File: config.mk
export PLATFORM = sky130hd
export DESIGN_NAME = irqfe_top
export DESIGN_NICKNAME = d
export VERILOG_FILES = /design/src/rtl/irqfe_pkg.sv /design/src/rtl/irqfe_sync.sv /design/src/rtl/irqfe_rst_qual.sv /design/src/rtl/irqfe_nmi_latch.sv /design/src/rtl/irqfe_mask_track.sv /design/src/rtl/irqfe_top.sv
export SDC_FILE = /design/constraint.sdc
export NUM_CORES = 1
export LEC_CHECK = 0
export BUFFER_PORTS_ARGS = -buffer_cell sky130_fd_sc_hd__buf_2
export CAP_MARGIN = 40
export CORE_MARGIN = 1
export CORE_UTILIZATION = 45
export DETAILED_ROUTE_END_ITERATION = 8
export PLACE_DENSITY = 0.86
export SLEW_MARGIN = 20
export SYNTH_ARGS = -nofsm -noshare
export SYNTH_HDL_FRONTEND = slang
export SYNTH_SLANG_ARGS = --single-unit
File: constraint.sdc
create_clock -name clk -period 2.41 [get_ports clk]
set_clock_uncertainty 0.1 [all_clocks]
set_input_delay 0.1205 -clock clk [delete_from_list [all_inputs] [get_ports clk]]
set_output_delay 0.1205 -clock clk [all_outputs]
set_load 0.01 [all_outputs]
File: src/rtl/irqfe_pkg.sv
package irqfe_pkg;

  localparam int LVL_W  = 4;
  localparam int ADDR_W = 32;

  localparam logic [ADDR_W-1:0] RST_VEC       = 32'hFFFF_FFF0;
  localparam logic [ADDR_W-1:0] NMI_VEC       = 32'hFFFF_FFD0;
  localparam logic [ADDR_W-1:0] MASK_BASE_INT = 32'hFE00_0000;
  localparam logic [ADDR_W-1:0] MASK_BASE_EXT = 32'hFFFF_FE00;
  localparam logic [LVL_W-1:0]  LVL_RESERVED  = 4'hF;

  typedef enum logic [1:0] {
    EV_NONE = 2'd0,
    EV_MASK = 2'd1,
    EV_NMI  = 2'd2,
    EV_RST  = 2'd3
  } ev_kind_t;

  // Maskable handler: base chosen by the base-select bit, level in bits 7:4.
  function automatic logic [ADDR_W-1:0] mask_vector(input logic [LVL_W-1:0] lvl,
                                                    input logic iram);
    logic [ADDR_W-1:0] base;
    base = iram ? MASK_BASE_INT : MASK_BASE_EXT;
    return base | {{(ADDR_W-LVL_W-4){1'b0}}, lvl, 4'h0};
  endfunction

  function automatic logic lvl_is_reserved(input logic [LVL_W-1:0] lvl);
    return lvl == LVL_RESERVED;
  endfunction

  function automatic logic lvl_outranks(input logic [LVL_W-1:0] now_lvl,
                                        input logic [LVL_W-1:0] old_lvl);
    return now_lvl > old_lvl;
  endfunction

  function automatic logic [ADDR_W-1:0] event_vector(input ev_kind_t k,
                                                     input logic [LVL_W-1:0] lvl,
                                                     input logic iram);
    case (k)
      EV_RST:  return RST_VEC;
      EV_NMI:  return NMI_VEC;
      EV_MASK: return mask_vector(lvl, iram);
      default: return '0;
    endcase
  endfunction

endpackage

File: src/rtl/irqfe_sync.sv
module irqfe_sync #(
  parameter int WIDTH = 1,
  parameter int STAGES = 2,
  parameter logic [WIDTH-1:0] RST_VAL = '0
) (
  input  logic             clk,
  input  logic             arst_n,
  input  logic [WIDTH-1:0] d,
  output logic [WIDTH-1:0] q
);

  logic [STAGES-1:0][WIDTH-1:0] stg;

  if (STAGES == 1) begin : g_one
    always_ff @(posedge clk or negedge arst_n) begin
      if (!arst_n) stg[0] <= RST_VAL;
      else         stg[0] <= d;
    end
  end else begin : g_chain
    always_ff @(posedge clk or negedge arst_n) begin
      if (!arst_n) stg <= {STAGES{RST_VAL}};
      else         stg <= {stg[STAGES-2:0], d};
    end
  end

  assign q = stg[STAGES-1];

endmodule

File: src/rtl/irqfe_rst_qual.sv
module irqfe_rst_qual #(
  parameter int MIN_LOW = 20
) (
  input  logic clk,
  input  logic arst_n,
  input  logic pin_s,
  output logic hold
);

  localparam int CW = $clog2(MIN_LOW + 1);
  localparam logic [CW-1:0] LIMIT = CW'(MIN_LOW);

  logic [CW-1:0] run_q;

  assign hold = (run_q == LIMIT);

  // Consecutive low samples, saturating at the limit; any high sample restarts.
  always_ff @(posedge clk or negedge arst_n) begin
    if (!arst_n)    run_q <= '0;
    else if (pin_s) run_q <= '0;
    else if (!hold) run_q <= run_q + CW'(1);
  end

endmodule

File: src/rtl/irqfe_nmi_latch.sv
module irqfe_nmi_latch (
  input  logic clk,
  input  logic arst_n,
  input  logic pin_s,
  input  logic busy,
  input  logic clr_win,
  input  logic start_ack,
  input  logic flush,
  output logic pend,
  output logic fall,
  output logic drop
);

  logic prev_q;
  logic pend_q;

  assign fall = prev_q & ~pin_s;
  assign drop = fall & busy & clr_win;
  assign pend = pend_q;

  always_ff @(posedge clk or negedge arst_n) begin
    if (!arst_n) begin
      prev_q <= 1'b1;
      pend_q <= 1'b0;
    end else begin
      prev_q <= pin_s;
      if (flush) pend_q <= 1'b0;
      else       pend_q <= (pend_q & ~start_ack) | (fall & ~drop);
    end
  end

endmodule

File: src/rtl/irqfe_mask_track.sv
module irqfe_mask_track
  import irqfe_pkg::*;
(
  input  logic             clk,
  input  logic             arst_n,
  input  logic             req_s,
  input  logic [LVL_W-1:0] lvl_s,
  input  logic             ack,
  input  logic             block,
  input  logic             flush,
  output logic             req_out,
  output logic             taken
);

  logic             taken_q;
  logic [LVL_W-1:0] tlvl_q;
  logic             rearm;

  assign req_out = req_s & ~taken_q & ~block;
  assign rearm   = taken_q & (~req_s | lvl_outranks(lvl_s, tlvl_q));
  assign taken   = taken_q;

  always_ff @(posedge clk or negedge arst_n) begin
    if (!arst_n) begin
      taken_q <= 1'b0;
      tlvl_q  <= '0;
    end else if (flush) begin
      taken_q <= 1'b0;
      tlvl_q  <= '0;
    end else if (req_out & ack) begin
      taken_q <= 1'b1;
      tlvl_q  <= lvl_s;
    end else if (rearm) begin
      taken_q <= 1'b0;
    end
  end

endmodule

File: src/rtl/irqfe_top.sv
module irqfe_top
  import irqfe_pkg::*;
#(
  parameter int SYNC_STAGES = 2,
  parameter int RST_MIN_LOW = 20
) (
  input  logic              clk,
  input  logic              arst_n,
  input  logic              int_req,
  input  logic [LVL_W-1:0]  int_lvl,
  input  logic              nmi_pin_n,
  input  logic              rst_pin_n,
  input  logic              vec_base_iram,
  input  logic              nmi_in_service,
  input  logic              nmi_clr_win,
  input  logic              int_ack,
  input  logic              nmi_start_ack,
  output logic              irq_req,
  output logic [LVL_W-1:0]  irq_lvl,
  output logic              lvl_rsvd,
  output logic              nmi_req,
  output logic              rst_hold,
  output logic              vec_valid,
  output logic [ADDR_W-1:0] vec_addr
);

  localparam int PIN_W = LVL_W + 3;
  localparam logic [PIN_W-1:0] PIN_IDLE = {1'b1, 1'b1, {LVL_W{1'b0}}, 1'b0};

  logic [PIN_W-1:0] pins_s;
  logic             req_s;
  logic [LVL_W-1:0] lvl_s;
  logic             nmi_s;
  logic             rst_s;
  logic             nmi_pend;
  logic             nmi_fall;
  logic             nmi_drop;
  logic             mask_taken;
  logic             mask_block;
  ev_kind_t         ev_kind;

  irqfe_sync #(
    .WIDTH  (PIN_W),
    .STAGES (SYNC_STAGES),
    .RST_VAL(PIN_IDLE)
  ) sync_i (
    .clk   (clk),
    .arst_n(arst_n),
    .d     ({rst_pin_n, nmi_pin_n, int_lvl, int_req}),
    .q     (pins_s)
  );

  assign {rst_s, nmi_s, lvl_s, req_s} = pins_s;

  irqfe_rst_qual #(.MIN_LOW(RST_MIN_LOW)) rstq_i (
    .clk   (clk),
    .arst_n(arst_n),
    .pin_s (rst_s),
    .hold  (rst_hold)
  );

  irqfe_nmi_latch nmi_i (
    .clk      (clk),
    .arst_n   (arst_n),
    .pin_s    (nmi_s),
    .busy     (nmi_in_service),
    .clr_win  (nmi_clr_win),
    .start_ack(nmi_start_ack),
    .flush    (rst_hold),
    .pend     (nmi_pend),
    .fall     (nmi_fall),
    .drop     (nmi_drop)
  );

  assign mask_block = nmi_pend | rst_hold;

  irqfe_mask_track mask_i (
    .clk    (clk),
    .arst_n (arst_n),
    .req_s  (req_s),
    .lvl_s  (lvl_s),
    .ack    (int_ack),
    .block  (mask_block),
    .flush  (rst_hold),
    .req_out(irq_req),
    .taken  (mask_taken)
  );

  assign nmi_req  = nmi_pend & ~rst_hold;
  assign irq_lvl  = lvl_s;
  assign lvl_rsvd = irq_req & lvl_is_reserved(lvl_s);

  always_comb begin
    if (rst_hold)     ev_kind = EV_RST;
    else if (nmi_req) ev_kind = EV_NMI;
    else if (irq_req) ev_kind = EV_MASK;
    else              ev_kind = EV_NONE;
  end

  assign vec_valid = (ev_kind != EV_NONE);
  assign vec_addr  = event_vector(ev_kind, lvl_s, vec_base_iram);

endmodule

# After elaboration in Yosys (flattened, before gate mapping)
# Index checks and enable logic that the tools add are counted.
[totals] regBits=26 latch_bits=0 ramBits=0 romBits=0 output_inout_bits=41 mem_count=0
[op_classes] addsub=1 n_mul=0 div_mod_pow=0 n_lt_le_gt_ge=1 n_eq_ne=6 shifts=0 muxes=13 bitwise=22 n_reduce_logical=3
[ops] operator="case mux 32 bit (3 select lines)" count=1
[ops] operator="OR 32 x 8 -> 32 bit" count=1
[ops] operator="two-way mux 25 bit" count=1
[ops] operator="bitwise AND 1 bit" count=11
[ops] operator="two-way mux 5 bit" count=2
[ops] operator="two-way mux 4 bit" count=2
[ops] operator="NOT 1 bit" count=7
[ops] operator="adder 5 x 1 -> 5 bit (second input constant)" count=1
[ops] operator="equality test 5 bit (second input constant)" count=1
[ops] operator="two-way mux 1 bit" count=5
[ops] operator="equality test 2 bit (second input constant)" count=2
[ops] operator="equality test 4 bit (second input constant)" count=1
[ops] operator="> comparator 4 bit" count=1
[ops] operator="two-way mux 2 bit" count=2
[ops] operator="nonzero test 2 bit" count=2
[ops] operator="OR 1 bit" count=3
[ops] operator="nonzero test 3 bit" count=1
[ops] operator="equality test 2 x 1 -> 1 bit (second input constant)" count=1
[ops] operator="!= test 2 x 1 -> 1 bit (second input constant)" count=1

# Longest topological paths before layout
# Gate-level depths: netlist (run 1).
[depth] word_depth=9 ltp_mapped=7 depth_no_buf=6

# Modules after synthesis
# A second synthesis (run 1) with hierarchy kept.
[unflattened] cells_unflattened=133 area_unflattened_um2=1421.4
[by_module_without_submodules] mod="irqfe_sync" instances=1 cells_each=21 area_per_inst_um2=407.9 seq_area_each_um2=355.3
[by_module_without_submodules] mod="irqfe_mask_track" instances=1 cells_each=32 area_per_inst_um2=319.1 seq_area_each_um2=125.1
[by_module_without_submodules] mod="irqfe_rst_qual" instances=1 cells_each=28 area_per_inst_um2=317.8 seq_area_each_um2=125.1
[by_module_without_submodules] mod="irqfe_top" instances=1 cells_each=44 area_per_inst_um2=286.5 seq_area_each_um2=0.0
[by_module_without_submodules] mod="irqfe_nmi_latch" instances=1 cells_each=8 area_per_inst_um2=90.1 seq_area_each_um2=51.3

# Worst setup path before layout (run 1)
# Ideal clock, no wire load.
[synth_path] path_kind="flip-flop to output port" start="register rstq_i.run_q[0]" end="output vec_addr[10]" t_arrival_ns=1.707 required_time_ns=2.190 setup_slack_ns=0.482 path_stages_with_launch=8 n_path_buf=2 cell_sequence="dfrtp_1 inv_1 ha_1 and4b_1 buf_6 nor2_8 o21ai_1 buf_4"
[synth_between] elab_chain_cells=9 elab_cells_between_ends=13 classes_between="eq/ne: 4; mux: 4; bitwise: 5"
[synth_lines] element="start, declared" line="irqfe_rst_qual.sv:13" text="logic [CW-1:0] run_q;"
[synth_lines] element="start signal, assigned" line="irqfe_rst_qual.sv:21" text="else if (!hold) run_q <= run_q + CW'(1);"
[synth_lines] element="equality test 5 bit *" line="irqfe_rst_qual.sv:15" text="assign hold = (run_q == LIMIT);"
[synth_lines] element="OR 1 bit" line="irqfe_top.sv:75" text="assign mask_block = nmi_pend | rst_hold;"
[synth_lines] element="NOT 1 bit" line="irqfe_mask_track.sv:19" text="assign req_out = req_s & ~taken_q & ~block;"
[synth_lines] element="bitwise AND 1 bit" line="irqfe_mask_track.sv:19"
[synth_lines] element="two-way mux 1 bit" line="irqfe_top.sv:96" text="else if (irq_req) ev_kind = EV_MASK;"
[synth_lines] element="two-way mux 2 bit" line="irqfe_top.sv:95" text="else if (nmi_req) ev_kind = EV_NMI;"
[synth_lines] element="two-way mux 2 bit *" line="irqfe_top.sv:94" text="if (rst_hold) ev_kind = EV_RST;"
[synth_lines] element="equality test 2 x 1 -> 1 bit or equality test 2 bit (tied branches)" line="irqfe_pkg.sv:39" text="case (k)"
[synth_lines] element="case mux 32 bit (3 select lines) *" line="irqfe_pkg.sv:39"
[synth_lines] element="end, declared" line="irqfe_top.sv:24" text="output logic [ADDR_W-1:0] vec_addr"
# Every way passes the cells marked *; elsewhere a longest branch is shown, timed or not.

# Worst setup path after layout (run 1)
[layout_path] start="register rstq_i.run_q[0]" end="register nmi_i.pend_q (netlist: nmi_i.pend)"
[layout_between] elab_chain_cells=2
[layout_lines] element="equality test 5 bit" line="irqfe_rst_qual.sv:15"
[layout_lines] element="two-way mux 1 bit" line="irqfe_nmi_latch.sv:27" text="if (flush) pend_q <= 1'b0;"
[layout_lines] element="end signal, assigned" line="irqfe_nmi_latch.sv:28" text="else pend_q <= (pend_q & ~start_ack) | (fall & ~drop);"
[layout_lines] element="end, declared" line="irqfe_nmi_latch.sv:15" text="logic pend_q;"
# Every way passes these cells.
# A chain may end at the register's enable or synchronous reset.

==> run_results.csv, run 1 <==
group,metric,value,unit
run_status,run_status,"finished with violations",
run_status,violations,"design-rule violations",
routing,vias_per_cell,4.76,
routing,detail_route.drc_violations,20,
cts,tritoncts_num_sinks,26,
sta,finalCritPeriodShare,87.6,%
sta,final_count_of_pins_violating_max_slew,0,
grt,grt_first_pass_wirelength,3560,um
worst_setup_path,timing.critical_path.arrival,2.21,ns
layout,mostFrequentLayoutCell,"sky130_fd_sc_hd__buf_2",
synthesis,yosysSeqAreaShare,48.7,%
die,die_area,0.00322,sq mm
worst_setup_path,crit_path_end_kind,"flop",
layout,syn2layout_area_growth,13.3,%
worst_setup_path,critPathRequiredTime,2.51,ns
layout,multi_input_logic_area,415,sq um
worst_setup_path,critical_path.n_buffers_inverters,3,
synthesis,synth_area_per_cell,10.7,sq um
power_and_ir_drop,irDropWorstVdd,0.000495,V
worst_setup_path,cp_slowest_stage_delay,0.56,ns
power_and_ir_drop,power_leakage,0.800,nW
cts,postCtsSetupBuffers,0,
place,dp_hpwl,1630,um
die,fp-row-count,19,
routing,detailroute.via_count,913,
worst_setup_path,crit_slowest_cell,"sky130_fd_sc_hd__dlygate4sd3_1",
cts,htree_num_levels,1,
sta,timing.hold.ws,0.196,ns
synthesis,synthesis.instances,126,
grt,maximum_number_of_pins_on_one_net_before_global_route_repair,27,
sta,worst_slew_pin_slew,0.546,ns
cts,cts_buffers,3,
layout,post_route_cells_drive_above_1_share,41.0,%
cts,path_clk_slew,0.13,ns
die,num_io_pins,55,
worst_setup_path,cp_max_fo,12,
layout,layout.cells.most_common_list,"50 x sky130_fd_sc_hd__buf_2, 21 x sky130_fd_sc_hd__dfrtp_1, 13 x sky130_fd_sc_hd__nor2_1",
hold_path,hp-class,"in -> reg",
sta,slew_headroom,63.6,%
hold_path,worst_hold_path.num_cells,4,
sta,finalSetupTns,0,ns
die,placeableCoreArea,0.00281,sq mm
sta,maxClockFrequency,474,MHz
routing,drtIter0Drc,47,
layout,diodes_inserted,0,
power_and_ir_drop,design_power_total,0.944,mW
power_and_ir_drop,p_per_area,617,mW/mm^2
synthesis,yosys_register_bits,26,
grt,first_global_vias,831,
cts,cts_tree,"yes",
cts,cts_buffer_depth,2,
die,die-width,56.8,um
layout,finalCoreUtilization,54.5,%
worst_setup_path,r2r_cells,6,
worst_setup_path,crit_chain,"inv_1, ha_1, and4b_1, buf_4, a21oi_1, dlygate4sd3_1",
worst_setup_path,cell_family_with_most_cp_delay,"buffers and inverters",
sta,finalCriticalPeriod,2.11,ns
cts,clkLatencyLatePin,0.31,ns
synthesis,yosysWarningCount,0,
worst_setup_path,setup.reg_to_reg.worst_slack,0.30,ns
sta,rsz0062_at_grt,"false",
layout,fillCellCount,250,
die,fp.dieH,56.8,um
layout,fin_nets,182,
synthesis,post_synth_num_cell_types,28,
grt,antenna_found_initial,0,
sta,timing.final.setup_violations,0,
routing,ant_nets,0,
routing,wl_per_instance,11.4,um
sta,timing.final.hold_violations,0,
worst_setup_path,criticalPathCategory,"reg -> reg",
place,routabilityCongestion,0.725,
cts,cts.root.buffer_cell,"sky130_fd_sc_hd__clkbuf_4",
layout,area.sequential,657,sq um
grt,globalRouteTotalUtil,14.7,%
place,portBuffers,50,
routing,drtPass1Iterations,6,
worst_setup_path,timing.critical_path.depth,6,
grt,global_route.overflow_total,0,
die,initial_core_util,48.1,%
job,drv_cap,0,
routing,drt-total-wl,2190,um
worst_setup_path,worst_setup_path_start_kind,"flop",
synthesis,synth_area,0.00135,sq mm
## metrics by stage
stage               instance area (sq um)  worst slack (ns)  cells
global route                         1530             0.209    192
global placement                     1400             0.592    178
floorplan                            1360             0.482    129
detailed placement                   1400             0.491    178
finish                               1530             0.299    192
CTS                                  1530             0.125    192
## worst reg2reg max path, cell delays in order (launching register included)
cell and delay, ns:
sky130_fd_sc_hd__dfrtp_1 0.42, sky130_fd_sc_hd__inv_1 0.11, sky130_fd_sc_hd__ha_1 0.18, sky130_fd_sc_hd__and4b_1 0.33, sky130_fd_sc_hd__buf_4 0.25, sky130_fd_sc_hd__a21oi_1 0.06
sky130_fd_sc_hd__dlygate4sd3_1 0.56
## repair_timing
item | CTS | global route
hold buffers | 10 | 0
gates resized for setup | 0 | 1
hold endpoints to repair | 29 | 0
endpoints found under the setup margin | 0 | 16
## worst paths after layout
path,start,to
worst max-delay path,rstq_i.run_q[0],nmi_i.pend
worst min register to register,sync_i.stg[1],sync_i.q[1]
worst min-delay path,int_ack,mask_i.tlvl_q[3]
min in group asynchronous,arst_n,sync_i.stg[4]
worst max register to register,rstq_i.run_q[0],nmi_i.pend
max in group asynchronous,arst_n,sync_i.q[6]
## layer usage
metal	track usage (%)	share of wire, %	vias up
li1	-	-	438
met1	17.0	42	418
met2	25.9	50	55
met3	3.23	7.8	2
met4	6.62	0.78	0
met5	0	0	-
## where the power goes
group / leakage (nW) / switching (mW) / internal, mW / total, mW
logic: 0.476 / 0.140 / 0.115 / 0.254
clock network: 0.0150 / 0.115 / 0.0646 / 0.179
registers: 0.309 / 0.0302 / 0.480 / 0.510
total: 0.800 / 0.285 / 0.659 / 0.944
## cells by family (layout without fill, tap and decap cells)
| kind of cell | after synthesis | after routing | share of synthesized area [%] |
|---|---|---|---|
| flops | 26 | 26 | 48.7 |
| compound gates | 11 | 11 | 4.82 |
| xor+xnor | 3 | 3 | 1.95 |
| simple gates | 32 | 32 | 13.3 |
| buf+inv | 42 | 74 | 21.7 |
| fa+ha+maj | 6 | 6 | 5.56 |
| mux | 5 | 5 | 3.71 |
| other cells | 1 | 4 | 0.278 |
## synthesized netlist by cell type, drive strengths merged
library cell	count	area (sq um)
nand2	8	30.0
nor2b	1	13.8
a31oi	1	6.26
or2b	1	7.51
mux2i	5	50.1
a211oi	2	15.0
xor2	2	17.5
dfrtp	21	526
nand2b	1	6.26
o21ai	3	15.0
and3	1	11.3
nand3b	1	7.51
nand3	3	15.0
xnor2	1	8.76
ha	6	75.1
a21oi	4	20.0
nor2	14	68.8
nor3	1	10.0
dfstp	5	131
buf	33	259
a31o	1	8.76
inv	9	33.8
conb	1	3.75
and4b	1	10.0
## flip-flops by register name, summed over array words and instances (netlist names)
| name | cells |
|---|---|
| sync_i.stg | 7 |
| mask_i.tlvl_q | 4 |
| rstq_i.run_q | 5 |
| mask_i.taken | 1 |
| sync_i.q | 7 |
| nmi_i.pend | 1 |
| nmi_i.prev_q | 1 |
## final cells by class
| cell class | instances | share of cell area [%] |
|---|---|---|
| Inverter | 9 | 2.21 |
| Sequential cell | 26 | 43.0 |
| Multi-Input combinational cell | 61 | 27.2 |
| Clock buffer | 4 | 1.72 |
| Timing Repair Buffer | 61 | 23.4 |
| Tap cell | 31 | 2.54 |
Note: power is estimated with default switching activity, not from simulation.
==> inputs of run 2 (changes only) <==
- ABC_AREA: default -> 1
==> run_results.csv, run 2 <==
group,metric,value,unit
synthesis,synth_top_cell_area_share,37.9,%
grt,antenna_found_initial,0,
synthesis,asyncSetResetFlopFracSynth,100,%
synthesis,yosysSeqAreaShare,47.4,%
synthesis,synth_edf_count,0,
layout,post_route_cells_drive_above_1_share,40.4,%
routing,drtPass1Iterations,6,
place,routabilityCongestion,0.777,
layout,fillCellCount,233,
worst_setup_path,criticalPathCategory,"reg -> out",
layout,fin_nets,199,
routing,route.met2.wl,1000,um
die,die_area,0.00330,sq mm
worst_setup_path,crit_path_end_kind,"primary output",
sta,setup_slack,0.163,ns
layout,layout.cells.most_common_list,"50 x sky130_fd_sc_hd__buf_2, 21 x sky130_fd_sc_hd__dfrtp_1, 20 x sky130_fd_sc_hd__nand2_1",
cts,path_clk_slew,0.14,ns
synthesis,synth.area.top_cells,"sky130_fd_sc_hd__dfrtp_1 38%, sky130_fd_sc_hd__buf_4 16%, sky130_fd_sc_hd__dfstp_2 9.5%, sky130_fd_sc_hd__ha_1 5.4%, sky130_fd_sc_hd__nand2_1 5.4%",
routing,detail_route.drc_violations,8,
run_status,violations,"design-rule violations",
worst_setup_path,crit_slowest_cell,"sky130_fd_sc_hd__dfrtp_1",
cts,cts_buffer_depth,2,
place,dp_hpwl,1660,um
synthesis,yosys_register_bits,26,
routing,detail_route.wirelength.met1,987,um
grt,globalRouteTotalUtil,14.9,%
grt,first_global_vias,919,
synthesis,synth_ff_type,"sky130_fd_sc_hd__dfrtp_1",
worst_setup_path,critPathRequiredTime,2.19,ns
synthesis,synthesis.instances,139,
die,initial_core_util,49.0,%
layout,finalNonFillerCells,209,
layout,area.sequential,657,sq um
routing,drt-total-wl,2210,um
cts,tritoncts_num_sinks,26,
synthesis,synth_area_per_cell,9.96,sq um
sta,timing.final.hold_violations,0,
power_and_ir_drop,irDropWorstVdd,0.000415,V
routing,wl_per_instance,10.6,um
sta,worst_slew_pin_slew,0.557,ns
worst_setup_path,critical_path.n_buffers_inverters,5,
power_and_ir_drop,power_leakage,0.902,nW
cts,cts_buffers,3,
worst_setup_path,cp_slowest_stage_delay,0.42,ns
worst_setup_path,timing.critical_path.arrival,2.03,ns
place,place_worst_setup_slack,0.492,ns
routing,drtIter0Drc,30,
synthesis,post_synth_num_cell_types,26,
worst_setup_path,setup.reg_to_reg.worst_slack,0.47,ns
die,fp-row-count,19,
routing,detailroute.via_count,971,
sta,final_count_of_pins_violating_max_slew,0,
worst_setup_path,cell_family_with_most_cp_delay,"buffers and inverters",
worst_setup_path,crit_chain,"inv_1, ha_1, inv_1, nor2_4, nand2_8, nand2_8, inv_1, o21ai_0, buf_4, buf_2",
sta,finalCriticalPeriod,2.25,ns
grt,global_route.overflow_total,0,
cts,clkLatencyLatePin,0.32,ns
layout,syn2layout_area_growth,17.7,%
sta,finalSetupTns,0,ns
synthesis,yosysWarningCount,0,
sta,finalCritPeriodShare,93.2,%
hold_path,hp-class,"in -> async",
die,fp.dieH,57.5,um
place,placedCellCount,194,
cts,htree_num_levels,1,
power_and_ir_drop,p_per_area,651,mW/mm^2
routing,routed-wl-met3,171,um
synthesis,synth.most_common_cell,"sky130_fd_sc_hd__buf_4",
cts,cts.root.buffer_cell,"sky130_fd_sc_hd__clkbuf_4",
run_status,run_status,"finished with violations",
job,drv_cap,0,
routing,routed.top_layer,"met4",
routing,vias_per_cell,4.65,
layout,multi_input_logic_area,448,sq um
synthesis,synthTopCellsByCount,"30 x sky130_fd_sc_hd__buf_4, 21 x sky130_fd_sc_hd__dfrtp_1, 20 x sky130_fd_sc_hd__nand2_1",
sta,timing.final.setup_violations,0,
synthesis,library_cell_occupying_the_most_area_in_the_post_synthesis_netlist,"sky130_fd_sc_hd__dfrtp_1",
place,portBuffers,50,
worst_setup_path,cp_max_fo,13,
synthesis,synth_area,0.00139,sq mm
worst_setup_path,worst_setup_path_start_kind,"flop",
worst_setup_path,worst_path_most_repeated_cell,"sky130_fd_sc_hd__inv_1",
sta,rsz0062_at_grt,"false",
die,placeableCoreArea,0.00283,sq mm
cts,postCtsSetupBuffers,0,
cts,cts_tree,"yes",
sta,maxClockFrequency,445,MHz
layout,diodes_inserted,0,
die,num_io_pins,55,
layout,finalCoreUtilization,57.6,%
grt,grt_first_pass_wirelength,3840,um
layout,mostFrequentLayoutCell,"sky130_fd_sc_hd__buf_2",
die,die-width,57.5,um
routing,ant_nets,0,
sta,slew_headroom,62.8,%
grt,maximum_number_of_pins_on_one_net_before_global_route_repair,27,
run 2: cell count changes after synthesis, sizes merged, moves of 2 or more:
| cell | before | now |
|---|---|---|
| nand2 | 8 | 24 |
| o21ai | 3 | 5 |
| buf | 33 | 30 |
| nand3 | 3 | 12 |
| inv | 9 | 17 |
| nor2 | 14 | 7 |
| a211oi | 2 | 0 |
| mux2i | 5 | 0 |
run 2: worst register-to-register path, stage by stage, from the launching register on:
cell and delay (ns):
sky130_fd_sc_hd__dfrtp_1 0.42, sky130_fd_sc_hd__inv_1 0.11, sky130_fd_sc_hd__ha_1 0.19, sky130_fd_sc_hd__inv_1 0.08, sky130_fd_sc_hd__nor2_4 0.13, sky130_fd_sc_hd__nand2_8 0.10, sky130_fd_sc_hd__nand2_1 0.10, sky130_fd_sc_hd__o22ai_1 0.06
sky130_fd_sc_hd__dlygate4sd3_1 0.55
run 2: cell type report:
| type | instances | area share [%] |
|---|---|---|
| well taps | 31 | 2.38 |
| multi-input cells | 69 | 27.5 |
| repair buffers | 62 | 22.6 |
| clock inverters | 1 | 1.84 |
| clock buffers | 3 | 1.38 |
| inverters | 17 | 4.07 |
| flip-flops and latches | 26 | 40.3 |
run 2: cell families (layout without fill, tap and decap cells):
family,after synthesis,count (layout),share of synthesized area [%]
buf+inv,47,83,21.0
simple gates,46,46,20.2
flops,26,26,47.4
compound gates,11,11,4.34
fa+ha+maj,6,6,5.42
xor+xnor,2,2,1.26
other cells,1,4,0.271
run 2: worst paths after layout:
path,startpoint,end,depth (start not counted)
hold / removal,arst_n,sync_i.q[4],2
min in group clk,sync_i.stg[2],sync_i.q[2],0
hold reg to reg,sync_i.stg[2],sync_i.q[2],0
setup reg to reg,rstq_i.run_q[0],nmi_i.pend,8
setup / recovery,rstq_i.run_q[0],vec_addr[9],10
max in group asynchronous,arst_n,sync_i.q[6],2
run 2: routing by layer:
metal | vias to the layer above | GRT usage (%)
li1 | 482 | -
met5 | - | 0
met3 | 5 | 1.81
met2 | 51 | 25.4
met1 | 433 | 19.2
met4 | 0 | 6.27
run 2: timing repair:
item | 4_1_cts | 5_1_grt
endpoints found under the setup margin | 0 | 13
hold buffers | 11 | 0
hold endpoints to repair | 33 | 0
gates resized for setup | 0 | 2
run 2: per-stage QoR:
step / area, sq um / power, mW / hold WS (ns)
6_report: 1630 / 1.06 / 0.190
5_1_grt: 1630 / 1.12 / 0.225
4_1_cts: 1630 / 1.07 / 0.201
3_5_place_dp: 1470 / 0.758 / 0.0439
3_3_place_gp: 1460 / 0.750 / 0.0306
2_1_floorplan: 1400 / 0.729 / -0.275
run 2: report_power, final:
group	internal, mW	switching, mW	leakage (nW)
combinational	0.115	0.151	0.563
sequential	0.475	0.0218	0.312
clock	0.168	0.130	0.0279
